<file path="config.mk">
export PLATFORM = sky130hd
export DESIGN_NAME = fpsr_exc_unit
export DESIGN_NICKNAME = d
export VERILOG_FILES = /design/src/rtl/fpsr_pkg.sv /design/src/rtl/fpsr_flag_merge.sv /design/src/rtl/fpsr_mode_decode.sv /design/src/rtl/fpsr_exc_unit.sv
export SDC_FILE = /design/constraint.sdc
export NUM_CORES = 1
export LEC_CHECK = 0
export ABC_AREA = 1
export BUFFER_PORTS_ARGS = -buffer_cell sky130_fd_sc_hd__buf_2
export CAP_MARGIN = 25
export CORE_MARGIN = 4
export CORE_UTILIZATION = 39
export DETAILED_ROUTE_END_ITERATION = 12
export MAX_ROUTING_LAYER = met4
export PLACE_DENSITY = 0.79
export SYNTH_ARGS = -nofsm -noshare
export SYNTH_HDL_FRONTEND = slang
export SYNTH_SLANG_ARGS = --single-unit
</file>
<file path="constraint.sdc">
create_clock -name clk -period 0.93 [get_ports clk]
set_input_delay 0.186 -clock clk [delete_from_list [all_inputs] [get_ports clk]]
set_output_delay 0.186 -clock clk [all_outputs]
set_load 0.1 [all_outputs]
</file>
<file path="src/rtl/fpsr_pkg.sv">
package fpsr_pkg;
    localparam int unsigned CSR_W     = 32;
    localparam int unsigned EXC_N     = 5;
    localparam int unsigned RM_LSB    = 0;
    localparam int unsigned RM_W      = 2;
    localparam int unsigned FLAG_LSB  = 2;
    localparam int unsigned EN_LSB    = FLAG_LSB + EXC_N;
    localparam int unsigned CAUSE_LSB = EN_LSB + EXC_N;
    localparam int unsigned CAUSE_W   = EXC_N + 1;
    localparam int unsigned DN_POS    = CAUSE_LSB + CAUSE_W;
    localparam int unsigned USED_W    = DN_POS + 4;

    localparam logic [CSR_W-1:0] WR_MASK  = CSR_W'((64'd1 << USED_W) - 64'd1);
    localparam logic [RM_W-1:0]  RM_TRUNC = RM_W'(1);

    typedef struct packed {
        logic             live;
        logic             tbit;
        logic             trap;
        logic [CSR_W-1:0] csr;
    } fpsr_state_t;
endpackage

</file>
<file path="src/rtl/fpsr_flag_merge.sv">
module fpsr_flag_merge
    import fpsr_pkg::*;
(
    input  logic [CSR_W-1:0] csr_in,
    input  logic [EXC_N-1:0] exc,
    output logic [CSR_W-1:0] csr_out,
    output logic             trap_hit
);
    logic [CAUSE_W-1:0] cause_old;
    logic [CAUSE_W-1:0] cause_new;
    logic [EXC_N-1:0]   enable;
    logic [EXC_N-1:0]   fire;

    assign cause_old = csr_in[CAUSE_LSB +: CAUSE_W];
    assign enable    = csr_in[EN_LSB +: EXC_N];

    // per-exception accumulation and enable match
    for (genvar k = 0; k < EXC_N; k++) begin : g_bit
        assign cause_new[k] = cause_old[k] | exc[k];
        assign fire[k]      = cause_new[k] & enable[k];
    end

    if (CAUSE_W > EXC_N) begin : g_spare
        assign cause_new[CAUSE_W-1:EXC_N] = cause_old[CAUSE_W-1:EXC_N];
    end

    always_comb begin
        csr_out                         = csr_in;
        csr_out[FLAG_LSB +: EXC_N]      = exc;
        csr_out[CAUSE_LSB +: CAUSE_W]   = cause_new;
    end

    // a trap needs a fresh indication and an enabled accumulated cause
    assign trap_hit = (|exc) & (|fire);
endmodule

</file>
<file path="src/rtl/fpsr_mode_decode.sv">
module fpsr_mode_decode
    import fpsr_pkg::*;
(
    input  logic [RM_W-1:0] rm_field,
    input  logic            dn_bit,
    output logic            round_to_zero,
    output logic            flush_denorm
);
    assign round_to_zero = (rm_field == RM_TRUNC);
    assign flush_denorm  = dn_bit;
endmodule

</file>
<file path="src/rtl/fpsr_exc_unit.sv">
module fpsr_exc_unit
    import fpsr_pkg::*;
#(
    parameter int unsigned          CODE_W    = 12,
    parameter logic [CODE_W-1:0]    TRAP_CODE = CODE_W'('h120)
) (
    input  logic              clk,
    input  logic              rst_n,
    input  logic              sw_load,
    input  logic [CSR_W-1:0]  sw_data,
    input  logic              op_done,
    input  logic [EXC_N-1:0]  op_exc,
    input  logic              cmp_done,
    input  logic              cmp_unord,
    input  logic              cmp_hit,
    output logic [CSR_W-1:0]  csr_value,
    output logic              round_to_zero,
    output logic              flush_denorm,
    output logic              trap_req,
    output logic [CODE_W-1:0] trap_code,
    output logic              t_flag
);
    fpsr_state_t st_d, st_q;

    logic             upd_req;
    logic [CSR_W-1:0] merged_csr;
    logic             merged_trap;

    assign upd_req = op_done | (cmp_done & cmp_unord);

    fpsr_flag_merge u_merge (
        .csr_in   (st_q.csr),
        .exc      (op_exc),
        .csr_out  (merged_csr),
        .trap_hit (merged_trap)
    );

    fpsr_mode_decode u_mode (
        .rm_field      (st_q.csr[RM_LSB +: RM_W]),
        .dn_bit        (st_q.csr[DN_POS]),
        .round_to_zero (round_to_zero),
        .flush_denorm  (flush_denorm)
    );

    always_comb begin
        st_d      = st_q;
        st_d.live = 1'b1;
        st_d.trap = 1'b0;
        if (sw_load) begin
            st_d.csr = sw_data & WR_MASK;
        end else if (upd_req) begin
            st_d.csr  = merged_csr;
            st_d.trap = merged_trap;
        end
        if (cmp_done && !cmp_unord) begin
            st_d.tbit = cmp_hit;
        end
    end

    always_ff @(posedge clk or negedge rst_n) begin
        if (!rst_n) begin
            st_q <= '0;
        end else begin
            st_q <= st_d;
        end
    end

    assign csr_value = st_q.csr;
    assign trap_req  = st_q.trap;
    assign trap_code = st_q.trap ? TRAP_CODE : '0;
    assign t_flag    = st_q.tbit;

    assert_upper_zero_R6: assert property (@(posedge clk) disable iff (!rst_n)
        csr_value[CSR_W-1:USED_W] == '0);

    assert_load_value_R6: assert property (@(posedge clk) disable iff (!rst_n)
        (st_q.live && $past(sw_load)) |-> (csr_value == ($past(sw_data) & WR_MASK)));

    assert_trap_enabled_R5: assert property (@(posedge clk) disable iff (!rst_n)
        trap_req |-> ((csr_value[CAUSE_LSB +: EXC_N] & csr_value[EN_LSB +: EXC_N]) != '0));

    assert_trap_code_R5: assert property (@(posedge clk) disable iff (!rst_n)
        trap_req |-> (trap_code == TRAP_CODE));

    assert_no_trap_on_load_R11: assert property (@(posedge clk) disable iff (!rst_n)
        (st_q.live && $past(sw_load)) |-> !trap_req);

    assert_t_hold_unord_R10: assert property (@(posedge clk) disable iff (!rst_n)
        (st_q.live && $past(cmp_done && cmp_unord)) |-> (t_flag == $past(t_flag)));

    assert_cause_sticky_R3: assert property (@(posedge clk) disable iff (!rst_n)
        (st_q.live && !$past(sw_load)) |->
        ((csr_value[CAUSE_LSB +: CAUSE_W] & $past(csr_value[CAUSE_LSB +: CAUSE_W]))
            == $past(csr_value[CAUSE_LSB +: CAUSE_W])));
endmodule

</file>
==> results of run 1 <==
-- worst max path at each step --
| stage | cells past startpoint | slack (ps) | start | to |
|---|---|---|---|---|
| 2_1_floorplan | 2 | -440 | csr_value[0] | round_to_zero |
| 3_3_place_gp | 4 | -20 | csr_value[12] | trap_req |
| 3_5_place_dp | 4 | -50 | sw_load | csr_value[6] |
| 4_1_cts | 3 | -370 | csr_value[0] | round_to_zero |
| 5_1_grt | 3 | -390 | csr_value[0] | round_to_zero |
| 6_report | 3 | -350 | csr_value[0] | round_to_zero |
-- per-stage QoR --
step	std cells	area, sq um	utilization, %	worst slack, ps	total power, uW
after floorplan	164	1390	-	-439	2790
after global placement	232	1940	68.0	-21.7	3370
after detailed placement	232	1940	68.0	-46.9	3400
after CTS	247	2100	73.5	-370	3940
after global routing	248	2150	75.3	-385	4090
final	248	2150	75.3	-354	3970
-- final cells by class --
cell class | count | area (sq um)
tap | 31 | 38.8
clock buffer | 3 | 22.5
sequential | 24 | 666
multi-input combinational | 108 | 517
timing repair buffer | 78 | 886
fill | 193 | 706
inverter | 4 | 17.5
-- routing by layer --
metal  vias to the layer above  routed length (microns)
met4                         0                       34
met2                        67                     2090
met3                         2                      310
met5                         -                        0
met1                       551                     1310
li1                        560                        -
-- repair_timing --
action,CTS,global route
setup endpoints to repair,29,45
gates resized for setup,8,9
hold buffers,1,0
setup buffers,11,1
hold endpoints to repair,24,0
pin swaps,3,4
-- synth_stat cells --
| library cell | count | share of area (%) |
|---|---|---|
| a21oi_1 | 1 | 0.41 |
| a21oi_4 | 1 | 1.3 |
| a31oi_1 | 1 | 0.52 |
| buf_2 | 2 | 0.83 |
| buf_4 | 25 | 15 |
| buf_6 | 1 | 0.93 |
| conb_1 | 1 | 0.31 |
| dfrtp_1 | 24 | 50 |
| inv_1 | 3 | 0.93 |
| inv_2 | 1 | 0.31 |
| nand2_1 | 57 | 18 |
| nand3_1 | 16 | 6.6 |
| nor2_1 | 4 | 1.2 |
| nor2_4 | 1 | 0.93 |
| nor3_1 | 1 | 0.41 |
| o21ai_0 | 6 | 2.5 |
-- cells in the final DEF, fill, tap and decap left out --
cell	Yosys	routed
nand2_1	57	56
buf_6	1	4
a21oi_4	1	1
nor2_1	4	3
o21ai_2	0	3
buf_2	2	32
inv_4	0	1
inv_1	3	2
nand2_2	0	1
dfrtp_2	0	10
o21ai_4	0	2
conb_1	1	20
nor3_1	1	1
o21ai_0	6	1
nand3_2	0	3
buf_4	25	11
nand3_1	16	13
clkbuf_4	0	4
a31oi_1	1	1
buf_12	0	29
nor2_4	1	2
a21oi_1	1	1
inv_2	1	1
dfrtp_4	0	14
dlygate4sd3_1	0	1
-- logic make-up (layout without fill, tap and decap cells) --
logic type,after synthesis,in the layout,share of synthesized area (%)
AND/OR/NAND/NOR,79,79,26.9
other,1,20,0.310
flip-flops,24,24,49.6
buffers and inverters,32,85,18.5
AO/OA/AOI/OAI,9,9,4.75
-- sequential cells by signal, summed over array words and instances (netlist names) --
| name | flops |
|---|---|
| csr_value | 22 |
| t_flag | 1 |
| trap_req | 1 |
-- worst max-delay path, delay by kind of cell (launching register included) --
family / cells / cell delay, ps
buf+inv: 2 / 230
flops: 1 / 530
simple gates: 1 / 30
-- power by group through the flow --
| stage | Sequential [uW] | Clock [uW] | Combinational, uW |
|---|---|---|---|
| 6_report | 1320 | 434 | 2210 |
| 4_1_cts | 1320 | 453 | 2170 |
| 2_1_floorplan | 2040 | 0 | 753 |
| 5_1_grt | 1330 | 476 | 2280 |
| 3_3_place_gp | 1350 | 0 | 2030 |
| 3_5_place_dp | 1350 | 0 | 2040 |
==> impl_metrics.yaml, run 1 <==
status:
  run_status: "complete, but fails checks"
  failed_checks: "setup timing"
hold_path:
  hp-start: "sw_data[7]"
  min_path_cells: 3
  timing.hold.worst.class: "in -> reg"
  holdPathEnd: "csr_value[7]"
timing:
  rsz0062_at_grt: "yes"
  timing.final.crit_share_pct: 138
  final_critical_path_setup_slack_ps: -354
  finalHoldWorstSlack_ps: 71.8
  report.final.setup_viol: 29
  finalSetupTns_ps: -6650
  slew_violations: 0
  fmaxAchievable_mhz: 779
  final_period_minus_worst_setup_slack_ps: 1280
  fin_worst_skew_ps: 7.26
  final_hold_vio_count: 0
global_routing:
  grt-busiest-layer: "met2"
  maximum_number_of_pins_on_one_net_before_global_route_repair: 25
  grt_first_pass_wirelength_mm: 5.85
  met1_track_demand_over_resource_pct: 20.0
  grt_antenna_before_repair: 0
  grtUsageMet2_pct: 34.8
  grt_residual_overflow: 0
  global_route.usage.total_pct: 18.9
  grt_util_met3_pct: 3.37
  first_global_vias: 1189
yosys:
  netlist_area_sq_um: 1210
  synth-seq-area-share_pct: 49.6
  syn_inst: 145
  synth.distinct_cells: 16
  yosys_register_bits: 24
  synth.yosys.warnings: 0
  postSynthAreaPerCell_sq_um: 8.35
placement:
  place_congestion: 0.832
  buffer_ports.inserted: 61
  dp.final_hpwl_mm: 2.61
job:
  max_cap_violations: 0
power_and_ir_drop:
  power_report.internal_total_uw: 2020
  power_density_nw_per_um2: 1850
  power.switching_uw: 1940
  power.leakage_uw: 0.00107
  power_switching_share_pct: 49.0
  portion_of_total_power_attributed_to_sequential_cells_pct: 33.3
  irDropWorstVdd_v: 0.00101
  power_share_of_the_clock_group_pct: 10.9
  combPwrFrac_pct: 55.8
critical_path:
  crit_required_ps: 740
  cp_slowest_cell: "dfrtp_4"
  worstPathArrival_ps: 1100
  r2r-start: "csr_value[16]"
  worst-r2r-cell-count: 5
  r2r_setup_slack_ps: -180
  critical_path.endpoint_type: "primary output"
  critPathMaxFanout: 2
  critical_path.startpoint_type: "flop"
  r2r_end: "trap_req"
  timing.critical_path.cells: "inv_4 > nor2_4 > buf_12"
  timing_worst_setup_path_type: "reg -> out"
  worst_path_largest_cell_delay_ps: 530
floorplanning:
  fp.dieW_microns: 63.7
  die_h_microns: 63.7
  fp.dieArea_sq_um: 4060
  num_io_pins: 92
  core.rowCount: 19
  initial_core_util_pct: 42.5
  core_area_sq_um: 2850
cells_and_area:
  design.final.nets: 263
  n_antenna_cell: 0
  syn2layout_area_growth_pct: 77.3
  layout-drive-gt1-share_pct: 54.4
detailed_routing:
  drc_violations: 0
  detailroute.via_count: 1180
  routed_wirelength_mm: 3.75
  detail_route.wl_per_cell_microns: 15.1
  route.detailed.vias_per_inst: 4.76
  drt_pass1_iterations: 4
  ant_nets_after_route: 0
  detailedRoute.firstIterationViolations: 108
clock_network:
  numCtsBuffers: 3
  cts-htree-levels: 1
  cts.sinks: 24
  root_buffer: "clkbuf_4"
  clkSlewWorstSetupHoldPaths_ps: 120
  tritoncts: "yes"
  clock_latency_ps: 300
  clock_path_buffers: 2
Power figures use the tool's default switching activity.
==> inputs of run 2 (changes only) <==
--- a/config.mk
+++ b/config.mk
@@ -12,7 +12,8 @@
 export CORE_UTILIZATION = 39
 export DETAILED_ROUTE_END_ITERATION = 12
 export MAX_ROUTING_LAYER = met4
-export PLACE_DENSITY = 0.79
+export PLACE_DENSITY = 0.67
 export SYNTH_ARGS = -nofsm -noshare
 export SYNTH_HDL_FRONTEND = slang
+export SYNTH_HIERARCHICAL = 1
 export SYNTH_SLANG_ARGS = --single-unit
==> impl_metrics.yaml, run 2 <==
clock_network:
  cts.sinks: 34
  clkSlewWorstSetupHoldPaths_ps: 70
  root_buffer: "clkbuf_8"
  tritoncts: "yes"
  clock_path_buffers: 2
  clock_latency_ps: 280
  cts-htree-levels: 2
  numCtsBuffers: 5
yosys:
  synthDominantCellAreaShare_pct: 38.6
  synth.distinct_cells: 21
  ys_top_cells_by_count: "nand2_1, buf_4, inv_1"
  synth_edf_count: 0
  synth_most_common_cell: "nand2_1"
  synth_top_cell_by_area: "dfrtp_1"
  netlist_area_sq_um: 2200
  synth.yosys.warnings: 6
  postSynthAreaPerCell_sq_um: 7.76
  synth-seq-area-share_pct: 38.6
  syn_inst: 284
  most_used_dff_post_synth: "dfrtp_1"
  yosys_register_bits: 34
  async_flop_share_pct: 100
  ys_top_cells_by_area: "dfrtp_1, buf_4, nand2_1"
detailed_routing:
  route.detailed.vias_per_inst: 4.67
  drc_violations: 0
  routed_wirelength_mm: 5.83
  detailroute.via_count: 2050
  detail_route.wl_per_cell_microns: 13.3
  ant_nets_after_route: 0
  detailedRoute.firstIterationViolations: 103
  drt_pass1_iterations: 4
global_routing:
  global_route.usage.total_pct: 17.8
  grt_util_met3_pct: 4.66
  grt_antenna_before_repair: 0
  grt_first_pass_wirelength_mm: 9.93
  first_global_vias: 2126
  grt_residual_overflow: 0
  met1_track_demand_over_resource_pct: 20.6
  maximum_number_of_pins_on_one_net_before_global_route_repair: 35
  grtUsageMet2_pct: 31.0
  grt-busiest-layer: "met2"
hold_path:
  timing.hold.worst.class: "in -> reg"
timing:
  fmaxAchievable_mhz: 786
  final_critical_path_setup_slack_ps: -342
  finalHoldWorstSlack_ps: 114
  timing.final.crit_share_pct: 137
  rsz0062_at_grt: "yes"
  slew_violations: 0
  final_hold_vio_count: 0
  final_period_minus_worst_setup_slack_ps: 1270
  report.final.setup_viol: 50
  fin_worst_skew_ps: 1.13
placement:
  placed_cell_area_sq_um: 3280
  place_congestion: 0.811
  dp.final_hpwl_mm: 4.19
  buffer_ports.inserted: 71
cells_and_area:
  mostFrequentLayoutCells: "nand2_1, buf_12, dfrtp_4, buf_2, buf_4"
  flip_flop_count_of_the_largest_register_after_layout: 32
  design.final.nets: 410
  layout_commonest_cell: "nand2_1"
  layout-drive-gt1-share_pct: 57.2
  syn2layout_area_growth_pct: 65.3
  final_cell_area_sq_um: 3640
  n_antenna_cell: 0
floorplanning:
  fp.dieW_microns: 83.2
  core_area_sq_um: 5510
  core.rowCount: 27
  fp.dieArea_sq_um: 6920
  num_io_pins: 92
  initial_core_util_pct: 40.0
  die_h_microns: 83.2
critical_path:
  worstPathArrival_ps: 1090
  crit_required_ps: 740
  critical_path.endpoint_type: "primary output"
  critPathMaxFanout: 2
  critical_path.startpoint_type: "flop"
  timing_worst_setup_path_type: "reg -> out"
job:
  max_cap_violations: 0
power_and_ir_drop:
  power.leakage_uw: 0.00170
  power_density_nw_per_um2: 1540
  irDropWorstVdd_v: 0.00101
status:
  run_status: "complete, but fails checks"
  failed_checks: "setup timing"
run 2: changes by cell type after synthesis, sizes merged, moves of 2 or more:
cell   change
a21oi      -2
buf       +28
dfrtp     +10
inv       +32
nand2      -2
nand3     +18
nand4     +21
nor2      +21
o21ai      +8
or2        +5
run 2: worst paths after layout:
check / start / slack [ps] / endpoint / cells past startpoint
hold reg to reg: t_flag / 520 / t_flag / 2
setup / recovery: csr_value[1] / -340 / round_to_zero / 2
setup reg to reg: csr_value[13] / -250 / trap_req / 7
min in group asynchronous: rst_n / 390 / csr_value[22] / 3
max in group asynchronous: rst_n / 330 / csr_value[1] / 3
hold / removal: sw_data[3] / 110 / csr_value[3] / 3
run 2: per-layer routing:
metal	vias to the layer above	share of wire [%]	routed length, microns
met5	-	0	0
met4	0	0.21	12
met3	2	5.4	317
met2	60	54	3160
met1	975	40	2340
li1	1013	-	-
run 2: repair_timing:
item | 4_1_cts | 5_1_grt
setup endpoints to repair | 47 | 54
hold buffers | 1 | 0
endpoints found under the hold margin | 34 | 0
setup buffers | 21 | 5
pin swaps | 10 | 5
gates resized for setup | 20 | 11
run 2: worst max-delay path, stage by stage (launching register included):
cell     delay, ps
dfrtp_4        490
nor2_4         140
buf_12         180
run 2: report_power, final:
| part | internal, uW | switching, uW | total, uW |
|---|---|---|---|
| sequential | 1660 | 137 | 1800 |
| combinational | 973 | 1680 | 2660 |
| clock | 595 | 552 | 1150 |
| total | 3230 | 2370 | 5600 |
run 2: final cells by class:
| class | instances | area [sq um] |
|---|---|---|
| timing repair buffer | 122 | 1450 |
| sequential | 34 | 976 |
| tap | 72 | 90.1 |
| clock inverter | 2 | 12.5 |
| inverter | 36 | 140 |
| multi-input combinational | 167 | 898 |
| clock buffer | 6 | 82.6 |
| fill | 462 | 1860 |
run 2: per-stage QoR:
step / std cells / power, uW / util, % / setup TNS, ps / worst slack, ps
floorplan: 293 / 3560 / - / -4410 / -440
global placement: 408 / 4270 / 59.6 / -1200 / -189
detailed placement: 408 / 4300 / 59.6 / -1800 / -203
CTS: 438 / 5620 / 65.6 / -10910 / -353
global route: 439 / 5870 / 66.2 / -12640 / -381
finish: 439 / 5600 / 66.2 / -10480 / -342
run 2: logic make-up after synthesis:
family	Yosys count	synth area share [%]
flip-flops	34	38.6
other	1	0.170
AO/OA/AOI/OAI	14	4.88
buffers and inverters	92	25.7
AND/OR/NAND/NOR	143	30.6
==> inputs of run 3 (changes only) <==
--- a/config.mk
+++ b/config.mk
@@ -12,7 +12,7 @@
 export CORE_UTILIZATION = 39
 export DETAILED_ROUTE_END_ITERATION = 12
 export MAX_ROUTING_LAYER = met4
-export PLACE_DENSITY = 0.67
+export PLACE_DENSITY = 0.7
 export SYNTH_ARGS = -nofsm -noshare
 export SYNTH_HDL_FRONTEND = slang
 export SYNTH_HIERARCHICAL = 1
==> constraint.sdc (replaced) <==
create_clock -name clk -period 1.15 [get_ports clk]
set_input_delay 0.23 -clock clk [delete_from_list [all_inputs] [get_ports clk]]
set_output_delay 0.23 -clock clk [all_outputs]
set_load 0.1 [all_outputs]
==> impl_metrics.yaml, run 3 (synthesized netlist as in run 2, its figures left out) <==
cells_and_area:
  n_antenna_cell: 0
  layout_commonest_cell: "nand2_1"
  layout-drive-gt1-share_pct: 47.7
  post_layout_utilization_of_the_core_pct: 60.5
  flip_flop_count_of_the_largest_register_after_layout: 32
  design.final.nets: 395
  final_cells: 424
  syn2layout_area_growth_pct: 51.1
  final_cell_area_sq_um: 3330
  mostFrequentLayoutCells: "nand2_1, buf_12, inv_1, buf_2, nand3_1"
detailed_routing:
  detail_route.wl_per_cell_microns: 13.5
  ant_nets_after_route: 0
  routed_wirelength_mm: 5.74
  detailroute.via_count: 2031
  drt_pass1_iterations: 4
  route.detailed.vias_per_inst: 4.79
  drc_violations: 0
  detailedRoute.firstIterationViolations: 64
global_routing:
  grt_antenna_before_repair: 0
  maximum_number_of_pins_on_one_net_before_global_route_repair: 41
  grt_residual_overflow: 0
  grt_first_pass_wirelength_mm: 9.52
  first_global_vias: 2037
  global_route.usage.total_pct: 17.1
hold_path:
  min_path_cells: 3
  timing.hold.worst.class: "in -> reg"
  hp-start: "sw_data[19]"
timing:
  finalSetupTns_ps: -1250
  final_period_minus_worst_setup_slack_ps: 1310
  timing.final.crit_share_pct: 114
  fmaxAchievable_mhz: 763
  report.final.setup_viol: 16
  fin_worst_skew_ps: 10.5
  final_hold_vio_count: 0
  final_critical_path_setup_slack_ps: -161
  rsz0062_at_grt: "yes"
  slew_violations: 0
clock_network:
  tritoncts: "yes"
  clock_path_buffers: 2
  clkSlewWorstSetupHoldPaths_ps: 80
  cts.sinks: 34
  numCtsBuffers: 5
  cts-htree-levels: 2
  clock_latency_ps: 290
  root_buffer: "clkbuf_8"
placement:
  place_congestion: 0.807
  pre_cts_slack_ps: 6.42
  dp.final_hpwl_mm: 4.03
  placed_cell_area_sq_um: 3040
  buffer_ports.inserted: 71
  post-place-cells: 394
floorplanning:
  fp.dieW_microns: 83.2
  fp.dieArea_sq_um: 6920
  core_area_sq_um: 5510
  num_io_pins: 92
  initial_core_util_pct: 40.0
  die_h_microns: 83.2
  core.rowCount: 27
power_and_ir_drop:
  power.leakage_uw: 0.00160
  irDropWorstVdd_v: 0.000715
  power_density_nw_per_um2: 1320
critical_path:
  critical_path.startpoint_type: "flop"
  cp_slowest_cell: "dfrtp_4"
  endpoint: "round_to_zero"
  worst-r2r-cell-count: 7
  critPathMaxFanout: 3
  r2r_end: "trap_req"
  timing_worst_setup_path_type: "reg -> out"
  worst_path_largest_cell_delay_ps: 510
  r2r-start: "csr_value[13]"
  r2r_setup_slack_ps: -30
  timing.critical_path.from: "csr_value[1]"
  critical_path.endpoint_type: "primary output"
  crit_required_ps: 920
  worstPathArrival_ps: 1080
  timing.critical_path.cells: "nor2_4 > buf_12"
status:
  failed_checks: "setup timing"
  run_status: "complete, but fails checks"
job:
  max_cap_violations: 0
## run 3: changes by cell type in the layout (fill, tap and decap cells not counted), moves of 12 or more
cell | before | now
nand3_2 | 14 | 2
dfrtp_2 | 1 | 23
buf_6 | 19 | 6
nand3_1 | 20 | 32
dfrtp_4 | 33 | 10
## run 3: power by group
| group | total (uW) | internal (uW) | switching, uW |
|---|---|---|---|
| sequential | 1430 | 1320 | 114 |
| combinational | 2030 | 710 | 1320 |
| clock | 922 | 489 | 434 |
| total | 4390 | 2520 | 1870 |
## run 3: area by class of cell
cell class | instances | area [sq um]
Clock buffer | 8 | 90.1
Fill cell | 484 | 2170
Inverter | 36 | 140
Multi-Input combinational cell | 167 | 836
Sequential cell | 34 | 917
Tap cell | 72 | 90.1
Timing Repair Buffer | 107 | 1260
## run 3: worst min-delay path by stage
stage | endpoint | slack (ps)
after floorplan | csr_value[10] | -70
after CTS | csr_value[19] | 150
after detailed placement | csr_value[29] | 210
final | csr_value[19] | 150
after global routing | csr_value[9] | 160
after global placement | csr_value[29] | 200
## run 3: metrics by stage
step	hold slack, ps	total power, uW
floorplan	-65.6	2780
global placement	205	3350
detailed placement	208	3370
CTS	149	4390
global route	158	4580
finish	152	4390
## run 3: routing by layer
layer	wire length, microns	global-route usage [%]	part of all wire [%]	vias up
li1	-	-	-	978
met1	2260	19.0	39	976
met2	2970	29.4	52	70
met3	462	5.85	8.1	7
met4	42	4.46	0.73	0
met5	0	-	0	-
## run 3: critical path, delay by kind of cell (launching register included)
family	cells	cell delay (ps)
DFF	1	510
buffers and inverters	1	180
and+or+nand+nor	1	110
## run 3: repair_timing
item	in CTS	in global routing
setup endpoints to repair	18	27
hold endpoints to repair	34	0
pin swaps	0	8
hold buffers	1	0
gates resized for setup	9	2
buffers inserted	11	11
